File: src/rtl/rcp_pkg.sv
package rcp_pkg;

  localparam int unsigned DATA_W   = 8;
  localparam int unsigned TRIG_POS = 2;
  localparam int unsigned TYPE_POS = 1;

  // Bits of a written byte that survive into the register.
  function automatic logic [DATA_W-1:0] keep_bits(input logic [DATA_W-1:0] wdata);
    logic [DATA_W-1:0] res;
    res = '0;
    res[TYPE_POS] = wdata[TYPE_POS];
    return res;
  endfunction

  function automatic logic is_trigger(input logic [DATA_W-1:0] wdata);
    return wdata[TRIG_POS];
  endfunction

endpackage

File: src/rtl/rcp_decode.sv
module rcp_decode #(
  parameter int unsigned ADDR_W    = 16,
  parameter logic [ADDR_W-1:0] PORT_ADDR = 16'hCF9
) (
  input  logic [ADDR_W-1:0] io_addr,
  input  logic              io_wr,
  input  logic              io_rd,
  output logic              wr_hit,
  output logic              rd_hit
);
  logic addr_match;

  assign addr_match = (io_addr == PORT_ADDR);
  assign wr_hit     = io_wr && addr_match;
  assign rd_hit     = io_rd && addr_match;
endmodule

File: src/rtl/rcp_store.sv
module rcp_store
  import rcp_pkg::*;
(
  input  logic              clk,
  input  logic              rst_n,
  input  logic              wr_hit,
  input  logic [DATA_W-1:0] io_wdata,
  output logic              fire,
  output logic [DATA_W-1:0] stored
);
  logic store_en;

  assign fire     = wr_hit && is_trigger(io_wdata);
  assign store_en = wr_hit && !is_trigger(io_wdata);

  always_ff @(posedge clk or negedge rst_n) begin
    if (!rst_n)        stored <= '0;
    else if (store_en) stored <= keep_bits(io_wdata);
  end

  // a trigger write leaves the register as it was
  assert_trigger_keeps_R2: assert property (@(posedge clk) disable iff (!rst_n)
    fire |=> $stable(stored));

  // a plain write keeps only the type bit
  assert_plain_write_R3: assert property (@(posedge clk) disable iff (!rst_n)
    store_en |=> (stored[TYPE_POS] == $past(io_wdata[TYPE_POS])) &&
                 ($countones(stored) == {31'd0, stored[TYPE_POS]}));

  // reset clears the register
  assert_reset_clear_R5: assert property (@(posedge clk)
    !rst_n |=> (stored == '0));
endmodule

File: src/rtl/rcp_stretch.sv
module rcp_stretch #(
  parameter int unsigned PULSE_CYCLES = 8
) (
  input  logic clk,
  input  logic rst_n,
  input  logic fire,
  output logic busy,
  output logic fire_taken
);
  localparam int unsigned CNT_W = $clog2(PULSE_CYCLES + 1);
  localparam logic [CNT_W-1:0] LOAD = CNT_W'(PULSE_CYCLES);

  logic [CNT_W-1:0] cnt;

  assign busy       = (cnt != '0);
  assign fire_taken = fire && !busy;

  always_ff @(posedge clk or negedge rst_n) begin
    if (!rst_n)          cnt <= '0;
    else if (fire_taken) cnt <= LOAD;
    else if (busy)       cnt <= cnt - CNT_W'(1);
  end

  // an accepted trigger starts a full-length pulse next cycle
  assert_pulse_start_R6: assert property (@(posedge clk) disable iff (!rst_n)
    fire_taken |=> busy && (cnt == LOAD));

  // a trigger during the pulse does not reload the count
  assert_no_extend_R7: assert property (@(posedge clk) disable iff (!rst_n)
    (fire && busy) |=> (cnt == $past(cnt) - CNT_W'(1)));

  // no request while held in reset
  assert_reset_idle_R5: assert property (@(posedge clk)
    !rst_n |=> !busy);
endmodule

File: src/rtl/rst_ctl_port.sv
module rst_ctl_port
  import rcp_pkg::*;
#(
  parameter int unsigned ADDR_W       = 16,
  parameter logic [ADDR_W-1:0] PORT_ADDR = 16'hCF9,
  parameter int unsigned PULSE_CYCLES = 8
) (
  input  logic              clk,
  input  logic              rst_n,
  input  logic [ADDR_W-1:0] io_addr,
  input  logic              io_wr,
  input  logic              io_rd,
  input  logic [7:0]        io_wdata,
  output logic [7:0]        io_rdata,
  output logic              io_rvalid,
  output logic              sys_rst_req,
  output logic              rst_type
);
  logic              wr_hit;
  logic              rd_hit;
  logic              fire;
  logic              fire_taken;
  logic              busy;
  logic [DATA_W-1:0] stored;

  rcp_decode #(.ADDR_W(ADDR_W), .PORT_ADDR(PORT_ADDR)) u_decode (
    .io_addr (io_addr),
    .io_wr   (io_wr),
    .io_rd   (io_rd),
    .wr_hit  (wr_hit),
    .rd_hit  (rd_hit)
  );

  rcp_store u_store (
    .clk      (clk),
    .rst_n    (rst_n),
    .wr_hit   (wr_hit),
    .io_wdata (io_wdata),
    .fire     (fire),
    .stored   (stored)
  );

  rcp_stretch #(.PULSE_CYCLES(PULSE_CYCLES)) u_stretch (
    .clk        (clk),
    .rst_n      (rst_n),
    .fire       (fire),
    .busy       (busy),
    .fire_taken (fire_taken)
  );

  assign io_rdata    = rd_hit ? stored : '0;
  assign io_rvalid   = rd_hit;
  assign sys_rst_req = busy;
  assign rst_type    = stored[TYPE_POS];

  // writes elsewhere leave the register alone
  assert_miss_ignored_R1: assert property (@(posedge clk) disable iff (!rst_n)
    (io_wr && (io_addr != PORT_ADDR)) |=> $stable(stored));

  // the exported type agrees with what a read returns
  assert_type_matches_R8: assert property (@(posedge clk) disable iff (!rst_n)
    io_rvalid |-> (rst_type == io_rdata[TYPE_POS]));

  // the request only rises after an accepted trigger
  assert_rise_cause_R6: assert property (@(posedge clk) disable iff (!rst_n)
    $rose(sys_rst_req) |-> $past(fire_taken));
endmodule

File: config.mk
export PLATFORM = sky130hd
export DESIGN_NAME = rst_ctl_port
export DESIGN_NICKNAME = d
export VERILOG_FILES = /design/src/rtl/rcp_pkg.sv /design/src/rtl/rcp_decode.sv /design/src/rtl/rcp_store.sv /design/src/rtl/rcp_stretch.sv /design/src/rtl/rst_ctl_port.sv
export SDC_FILE = /design/constraint.sdc
export NUM_CORES = 1
export LEC_CHECK = 0
export BUFFER_PORTS_ARGS = -buffer_cell sky130_fd_sc_hd__buf_2
export CAP_MARGIN = 20
export CORE_AREA = 2 2 39 41
export CTS_CLUSTER_SIZE = 12
export DETAILED_ROUTE_END_ITERATION = 8
export DIE_AREA = 0 0 41 43
export PLACE_DENSITY = 0.73
export SYNTH_ARGS = -nofsm -noshare
export SYNTH_HDL_FRONTEND = slang
export SYNTH_HIERARCHICAL = 1
export SYNTH_SLANG_ARGS = --single-unit
export TNS_END_PERCENT = 10
File: constraint.sdc
create_clock -name clk -period 1.5 [get_ports clk]
set_input_delay 0.075 -clock clk [delete_from_list [all_inputs] [get_ports clk]]
set_output_delay 0.075 -clock clk [all_outputs]
set_load 0.1 [all_outputs]
==> metrics.cfg, run 1 <==
[outcome]
status=finished, final reports clean

[timing]
rsz0062_at_grt=true
hold_viol=0
tightest_slew_ns=0.9567
finalSetupViolCount=0
fin_crit_sh=0.9743
slew_violations=0
fmax_ghz=0.6843
clock_skew_ns=0.005718
relSlewSlack=0.3666
fin_crit_ns=1.461

[power_and_ir_drop]
p_leak_nw=0.3557
vdd_drop_max_v=0.0004667
power_density_mw_per_mm2=1189

[global_route]
grt_overflow=0
grt_first_pass_wirelength_um=1656
grtUsageTotal=0.1496
antenna_found_initial=0
grt_pass1_vias=426
grt_max_degree=6

[critical_path]
arrival_ns=1.39
crit_path_start_kind=flip-flop
end_kind=output port
crit_fanout=4
crit_required_ns=1.42
crit_type=reg -> out

[min_path]
hold_path.class=in -> reg

[layout]
design_area_sq_um=710.7
final_nets=112
antenna_cells=0
nFillCells=128
multi_input_area_sq_um=299.0
regArea_sq_um=125.1
syn2layout_area_growth_pct=60.45
stdcell_count=98
drive_above_1_share=0.5610

[detailed_routing]
drt-pass1-iter-count=5
routedWlPerCell_um=11.31
vias=457
viasPerCell=4.663
drcViolationCount=0
drt_iter0_markers=10
postRouteAntennaNets=0
wl_um=1108

[placement]
port_buffers=25
dp_cells=91
placed_cell_area_sq_um=638.1
dp_hpwl_um=891.7
gp_congestion=0.7598

[logic_synthesis]
synth_area_per_cell_sq_um=9.424
synth_cells=47
ys_warn_count=6
syn_area_sq_um=442.9

[cts]
h-tree-depth=1
path_clk_slew_ns=0.04
clk_latency_ns=0.24
clockRootBuffer=clkbuf_4
cts_tree=yes
clk_path_buf_depth=2
cts_made_buffers=3
clkSinkCount=5

[floorplan]
die_w_um=41
ios=39
die-area_sq_mm=0.001763
num_rows=14
coreArea_sq_mm=0.001384
die_y_um=43
initial_core_util=0.3201

[job]
drv_cap=0

## final timing paths
| check | from | end | slack, ns | cells after the start |
|---|---|---|---|---|
| worst max-delay path | u_stretch/cnt[1] | sys_rst_req | 0.04 | 5 |
| worst min-delay path | io_wdata[1] | u_store/stored[1] | 0.08 | 2 |
| worst max register to register | u_stretch/cnt[1] | u_stretch/cnt[1] | 0.15 | 6 |
| worst min register to register | u_store/stored[1] | u_store/stored[1] | 0.56 | 1 |
| max in group asynchronous | rst_n | u_stretch/cnt[1] | 1.19 | 2 |
| min in group asynchronous | rst_n | u_stretch/cnt[3] | 0.17 | 2 |
## through the flow
stage | setup slack [ns] | power (mW) | hold slack, ns | util | TNS (ns)
3_5_place_dp | -0.1503 | 0.5700 | -0.1071 | 0.4611 | -0.5014
5_1_grt | -0.03674 | 0.8825 | 0.06030 | 0.5136 | -0.04405
3_3_place_gp | -0.09929 | 0.5402 | -0.1071 | 0.4611 | -0.2530
4_1_cts | 0.006940 | 0.7862 | 0.07295 | 0.5027 | 0
6_report | 0.03859 | 0.8451 | 0.07626 | 0.5136 | 0
2_1_floorplan | -0.1133 | 0.4692 | -0.2206 | - | -0.1133
## where the power goes
part / switching, mW / internal [mW] / total, mW
logic: 0.230 / 0.208 / 0.438
clock network: 0.0547 / 0.101 / 0.155
registers: 0.0592 / 0.193 / 0.252
## layout make-up
type                    instances  share of cell area
clock buffers                   4             0.03697
well taps                      16             0.02817
multi-input cells              37              0.4208
repair buffers                 32              0.3169
inverters                       4             0.02113
flip-flops and latches          5              0.1761
## flip-flops by register name, indices dropped and copies added, names as in the netlist
name and flops:
u_store/stored 1, u_stretch/cnt 4
## layer usage
metal | up-vias | track usage | routed length [um]
met1 | 206 | 0.1217 | 354
li1 | 217 | - | -
met2 | 32 | 0.2813 | 660
met4 | 0 | 0.08000 | 6
met3 | 2 | 0.04712 | 86
met5 | - | 0 | 0
## worst max-delay path: stages, from the launching register on
cell and delay (ns):
dfrtp_1 0.39, inv_2 0.11, ha_4 0.14, nor3b_4 0.25, inv_2 0.09, buf_12 0.17
## layout by cell type (no fill, tap or decap)
cell,count
inv_1,1
mux2_4,1
or4_4,1
nand4bb_1,1
and2_1,8
nor4_4,1
o21ai_0,3
conb_1,7
nand3b_1,1
inv_2,3
clkbuf_1,1
a31oi_1,1
buf_2,22
ha_4,1
nand4b_1,2
nor3b_4,1
dlygate4sd3_1,1
dfrtp_1,5
nand2b_1,1
a21boi_1,1
nor2b_4,1
nand3_1,1
o21bai_1,1
and2_2,1
buf_4,6
and2_4,2
a41oi_1,1
clkbuf_4,3
buf_12,3
## repair_timing
action	CTS	global route
resized for setup	4	1
hold endpoints to repair	5	0
hold buffers	1	0
cloned	0	0
buffers inserted	1	2
endpoints found under the setup margin	3	2
pin swaps	0	1
Note: power is estimated with default switching activity, not from simulation.
==> inputs of run 2 (changes only) <==
Settings changed: RECOVER_POWER set to 100.
==> run 2 against run 1 <==
Sequential power is essentially flat; combinational power about the same; clock power barely moved; die area unchanged; sequential share of layout area up 0.16 points; flip-flop and latch count is the same; first-iteration DRC count stayed put; routed wire length fell by 0.18%; design area down 0.88%; critical path depth unchanged; register-to-register slack about the same; via count unchanged.
==> metrics.cfg, run 2 (synthesis gave the netlist of run 1 again) <==
[placement]
gp_congestion=0.7598  ; unchanged
dp_hpwl_um=891.7  ; unchanged
port_buffers=25  ; unchanged
placed_cell_area_sq_um=638.1  ; unchanged

[power_and_ir_drop]
power_density_mw_per_mm2=1198  ; +0.78%
p_sw_uw=343.9  ; -0.14%
internal-power_uw=500.3  ; about the same
seqPwrFrac=0.298  ; about the same
switching_share=0.4074  ; about the same
p_leak_nw=0.3508  ; -1.4%
p_clk_frac=0.184  ; about the same
vdd_drop_max_v=0.0004667  ; about the same
p_comb_frac=0.518  ; about the same

[cts]
path_clk_slew_ns=0.04  ; about the same
h-tree-depth=1  ; unchanged
cts_made_buffers=3  ; unchanged
clockRootBuffer=clkbuf_4
cts_tree=yes
clk_path_buf_depth=2  ; unchanged
clk_latency_ns=0.24  ; about the same
clkSinkCount=5  ; unchanged

[critical_path]
crit_fanout=4  ; unchanged
crit_type=reg -> out
crit_path_start_kind=flip-flop
end_kind=output port
crit_required_ns=1.42  ; about the same
arrival_ns=1.39  ; about the same

[layout]
largest_register_ffs=4  ; unchanged
syn2layout_area_growth_pct=59.04
drive_above_1_share=0.5488  ; -0.01220
final_cell_mix=buf_2, and2_1, conb_1
top_register=u_stretch/cnt
utilization=0.5090  ; -0.004520
design_area_sq_um=704.4  ; -0.88%
nFillCells=130  ; +1.6%
antenna_cells=0  ; unchanged
layout_commonest_cell=buf_2
final_nets=112  ; unchanged
top_regs=u_stretch/cnt: 4 flops, u_store/stored: 1 flops

[global_route]
grt_first_pass_wirelength_um=1656  ; unchanged
grtUsageTotal=0.1496  ; unchanged
grt_overflow=0  ; unchanged
grt_max_degree=6  ; unchanged
antenna_found_initial=0  ; unchanged
grt_pass1_vias=426  ; unchanged

[floorplan]
num_rows=14  ; unchanged
ios=39  ; unchanged
die_y_um=43  ; unchanged
initial_core_util=0.3201  ; unchanged
die_w_um=41  ; unchanged
die-area_sq_mm=0.001763  ; unchanged
coreArea_sq_mm=0.001384  ; unchanged

[timing]
finalSetupViolCount=0  ; unchanged
holdWs_ns=0.07625  ; -0.000003300 ns
rsz0062_at_grt=true
clock_skew_ns=0.005718  ; unchanged
fmax_ghz=0.6843  ; unchanged
hold_viol=0  ; unchanged
fin_crit_ns=1.461  ; +0.000001100 ns
slew_violations=0  ; unchanged
tightest_slew_ns=0.9567  ; unchanged
fin_crit_sh=0.9743  ; about the same
relSlewSlack=0.3666  ; unchanged

[outcome]
status=finished, final reports clean

[detailed_routing]
drt_iter0_markers=10  ; unchanged
wl_um=1106  ; -0.18%
routedWlPerCell_um=11.29  ; -0.18%
viasPerCell=4.663  ; unchanged
drt-pass1-iter-count=5  ; unchanged
drcViolationCount=0  ; unchanged
vias=457  ; unchanged
postRouteAntennaNets=0  ; unchanged

[min_path]
hold_path.class=in -> reg

[job]
drv_cap=0  ; unchanged

-- run 2: changes by cell type in the layout (fill, tap and decap cells not counted) --
| cell | delta |
|---|---|
| buf_2 | -2 |
| and2_0 | +1 |
| and2_1 | -1 |
| clkbuf_1 | +1 |
| clkbuf_2 | +1 |
| nor2b_2 | +1 |
| nor2b_4 | -1 |
-- run 2: critical path, stage by stage (launching register included) --
cell and delay [ns]:
dfrtp_1 0.39, inv_2 0.11, ha_4 0.14, nor3b_4 0.25, inv_2 0.09, buf_12 0.17
-- run 2: through the flow --
step	TNS (ns)	instances	setup slack, ns	total power [mW]
floorplan	-0.1133	53	-0.1133	0.4692
global placement	-0.2530	91	-0.09929	0.5402
detailed placement	-0.5014	91	-0.1503	0.5700
CTS	0	96	0.006940	0.7862
global route	-0.04673	98	-0.03674	0.8816
finish	0	98	0.03859	0.8442
-- run 2: final timing paths --
check / depth (start not counted) / start / end / slack [ns]
worst max-delay path: 5 / u_stretch/cnt[1] / sys_rst_req / 0.04
worst min-delay path: 2 / io_wdata[1] / u_store/stored[1] / 0.08
worst max register to register: 6 / u_stretch/cnt[1] / u_stretch/cnt[1] / 0.15
worst min register to register: 1 / u_store/stored[1] / u_store/stored[1] / 0.57
max in group asynchronous: 2 / rst_n / u_stretch/cnt[1] / 1.08
min in group asynchronous: 2 / rst_n / u_stretch/cnt[3] / 0.21
-- run 2: layout make-up --
class / count / area [sq um] / area share
clock buffers: 4 / 26.28 / 0.03730
inverters: 4 / 15.01 / 0.02131
multi-input cells: 37 / 294.0 / 0.4174
flip-flops and latches: 5 / 125.1 / 0.1776
well taps: 16 / 20.02 / 0.02842
repair buffers: 32 / 224.0 / 0.3179
-- run 2: timing repair --
item,4_1_cts,5_1_grt
buffers inserted,1,2
hold buffers,1,0
setup endpoints to repair,3,2
resized for setup,4,1
endpoints found under the hold margin,5,0
pin swaps,0,1
-- run 2: layer usage --
metal | global-route usage | wire [um] | vias up
li1 | - | - | 217
met3 | 0.04712 | 86 | 2
met2 | 0.2813 | 659 | 32
met5 | 0 | 0 | -
met4 | 0.08000 | 6 | 0
met1 | 0.1217 | 354 | 206
-- run 2: power by group through the flow --
stage	Combinational [mW]	Clock, mW	Sequential (mW)
floorplan	0.232	0	0.237
global placement	0.296	0	0.244
detailed placement	0.313	0	0.257
CTS	0.381	0.156	0.249
global route	0.456	0.170	0.256
finish	0.437	0.155	0.252
==> inputs of run 3 (changes only) <==
Settings changed: ABC_AREA set to 1, CORE_AREA 2 2 39 41 to not set, CORE_UTILIZATION set to 38, DIE_AREA 0 0 41 43 to not set, PLACE_DENSITY 0.73 to 0.77, RECOVER_POWER 100 to 25.
==> run 3 against run 2 <==
Utilization increased by 9.9 points; design area is 1.1% higher; combinational power increased by 4%; sequential share of layout area down 0.19 points; clock skew decreased by 0.0019 ns; worst hold slack worse by 0.0099 ns; routed wire length shrank 15%; first-iteration DRC count shrank 10%; flip-flop and latch count is the same; setup slack better by 0.086 ns; global-route usage fell by 0.21 points; via count is 14% higher; largest cell class unchanged.
==> metrics.cfg, run 3 <==
[power_and_ir_drop]
internal-power_uw=461.1  ; -7.8%
seqPwrFrac=0.268  ; -0.030
p_comb_frac=0.546  ; +0.028
p_sw_uw=368.1  ; +7.0%
p_clk_frac=0.186  ; +0.002
p_leak_nw=0.4793  ; +37%
vdd_drop_max_v=0.0009127  ; +96%
switching_share=0.4439  ; +0.03649
power_density_mw_per_mm2=1165  ; -2.8%

[timing]
fin_crit_sh=0.9170  ; -0.05723
fin_crit_ns=1.376  ; -0.08585 ns
slew_violations=0  ; unchanged
finalSetupViolCount=0  ; unchanged
rsz0062_at_grt=false
fmax_ghz=0.7270  ; +6.2%
hold_viol=0  ; unchanged
clock_skew_ns=0.003786  ; -0.001932 ns
finalSetupTns_ns=0  ; unchanged

[layout]
final_cell_mix=nand2_1, buf_2, inv_1
layout_commonest_cell=nand2_1
stdcell_count=129  ; +32%
drive_above_1_share=0.3130  ; -0.2357
top_regs=u_stretch/cnt: 4 flops, u_store/stored: 1 flops
syn2layout_area_growth_pct=41.54
utilization=0.6079  ; +0.09886
largest_register_ffs=4  ; unchanged
final_nets=145  ; +29%
antenna_cells=0  ; unchanged
nFillCells=118  ; -9.2%
top_register=u_stretch/cnt

[detailed_routing]
vias=521  ; +14%
wl_um=938  ; -15%
routedWlPerCell_um=7.271  ; -36%
postRouteAntennaNets=0  ; unchanged
drt-pass1-iter-count=3  ; -2
drt_iter0_markers=9  ; -1
viasPerCell=4.039  ; -13%
drcViolationCount=0  ; unchanged

[critical_path]
crit_path_start_kind=flip-flop
arrival_ns=1.30  ; -0.09 ns
crit_required_ns=1.42  ; about the same
slowest_stage=dfrtp_1
crit_fanout=5  ; +1
end_kind=output port
critical_path.cell_chain=inv_1 -> ha_2 -> nand3_4 -> buf_12
crit_type=reg -> out
critical-path-max-stage-delay_ns=0.39  ; about the same

[cts]
clkSinkCount=5  ; unchanged
cts_tree=yes
h-tree-depth=1  ; unchanged
clockRootBuffer=clkbuf_4
path_clk_slew_ns=0.04  ; about the same
post_cts_buffers=0  ; -1
cts_made_buffers=3  ; unchanged
clk_latency_ns=0.24  ; about the same
clk_path_buf_depth=2  ; unchanged

[logic_synthesis]
synth_area_per_cell_sq_um=5.781  ; -39%
syn_area_sq_um=503.0  ; +14%
synth_cells=87  ; +85%
ys_warn_count=6  ; unchanged

[min_path]
hold_path.class=in -> reg

[job]
drv_cap=0  ; unchanged

[global_route]
grt_first_pass_wirelength_um=1469  ; -11%
grtUsageTotal=0.1476  ; -0.002085
grt_pass1_vias=405  ; -4.9%
grt_max_degree=10  ; +4
antenna_found_initial=0  ; unchanged
grt_overflow=0  ; unchanged

[outcome]
status=finished, final reports clean

[placement]
dp_hpwl_um=783.1  ; -12%
gp_congestion=0.7396  ; -2.7%
dp_cells=124  ; +36%
port_buffers=25  ; unchanged

[floorplan]
ios=39  ; unchanged
num_rows=12  ; -2
die_w_um=38.38  ; -6.4%
initial_core_util=0.4295  ; +0.1094
die_y_um=38.38  ; -11%
die-area_sq_mm=0.001473  ; -16%
coreArea_sq_mm=0.001171  ; -15%

## run 3: power groups by stage
| stage | combinational, mW | sequential (mW) | clock (mW) |
|---|---|---|---|
| after floorplan | 0.340 | 0.217 | 0 |
| after global placement | 0.424 | 0.221 | 0 |
| after detailed placement | 0.437 | 0.223 | 0 |
| after CTS | 0.444 | 0.222 | 0.164 |
| after global routing | 0.498 | 0.228 | 0.173 |
| final | 0.453 | 0.222 | 0.154 |
## run 3: worst paths after layout
path | start | end | cells after the start | slack [ns]
worst max-delay path | u_stretch/cnt[0] | sys_rst_req | 4 | 0.12
worst min-delay path | io_wdata[1] | u_store/stored[1] | 3 | 0.07
max in group asynchronous | rst_n | u_stretch/cnt[0] | 2 | 1.06
worst min register to register | u_stretch/cnt[1] | u_stretch/cnt[1] | 2 | 0.48
worst max register to register | u_stretch/cnt[0] | u_stretch/cnt[0] | 6 | 0.35
min in group asynchronous | rst_n | u_stretch/cnt[3] | 2 | 0.22
## run 3: layout make-up
| class | instances | area, sq um | share of cell area |
|---|---|---|---|
| sequential | 5 | 125.1 | 0.1757 |
| inverter | 22 | 86.33 | 0.1213 |
| clock buffer | 4 | 26.28 | 0.03691 |
| multi-input combinational | 58 | 277.8 | 0.3902 |
| timing repair buffer | 26 | 178.9 | 0.2513 |
| tap | 14 | 17.52 | 0.02460 |
## run 3: per-layer routing
layer	vias to the layer above	wire (um)	global-route usage
met2	21	484	0.2458
met3	0	51	0.06977
met1	212	402	0.1630
met4	0	0	0.05172
li1	288	-	-
met5	-	0	0
## run 3: per-stage QoR
step                      power (mW)  cell area, sq um  setup WS, ns  hold slack (ns)
final                         0.8292             711.9        0.1244          0.06632
after global routing          0.8990             711.9       0.05431          0.09680
after CTS                     0.8297             710.7       0.06442          0.05744
after detailed placement      0.6597             674.4        0.2997          -0.1057
after global placement        0.6456             674.4        0.3203          -0.1062
after floorplan               0.5572             550.5       -0.1193          -0.2206
## run 3: timing repair
item                                    in CTS  in global routing
resized for setup                            0                  1
hold endpoints to repair                     5                  0
hold buffers                                 1                  0
endpoints found under the setup margin       0                  1
## run 3: critical path, delay by kind of cell, from the launching register on
family / cells / cell delay [ns]
buffers and inverters: 2 / 0.29
AND/OR/NAND/NOR: 1 / 0.13
adder cells (fa/ha/maj): 1 / 0.25
flip-flops: 1 / 0.39
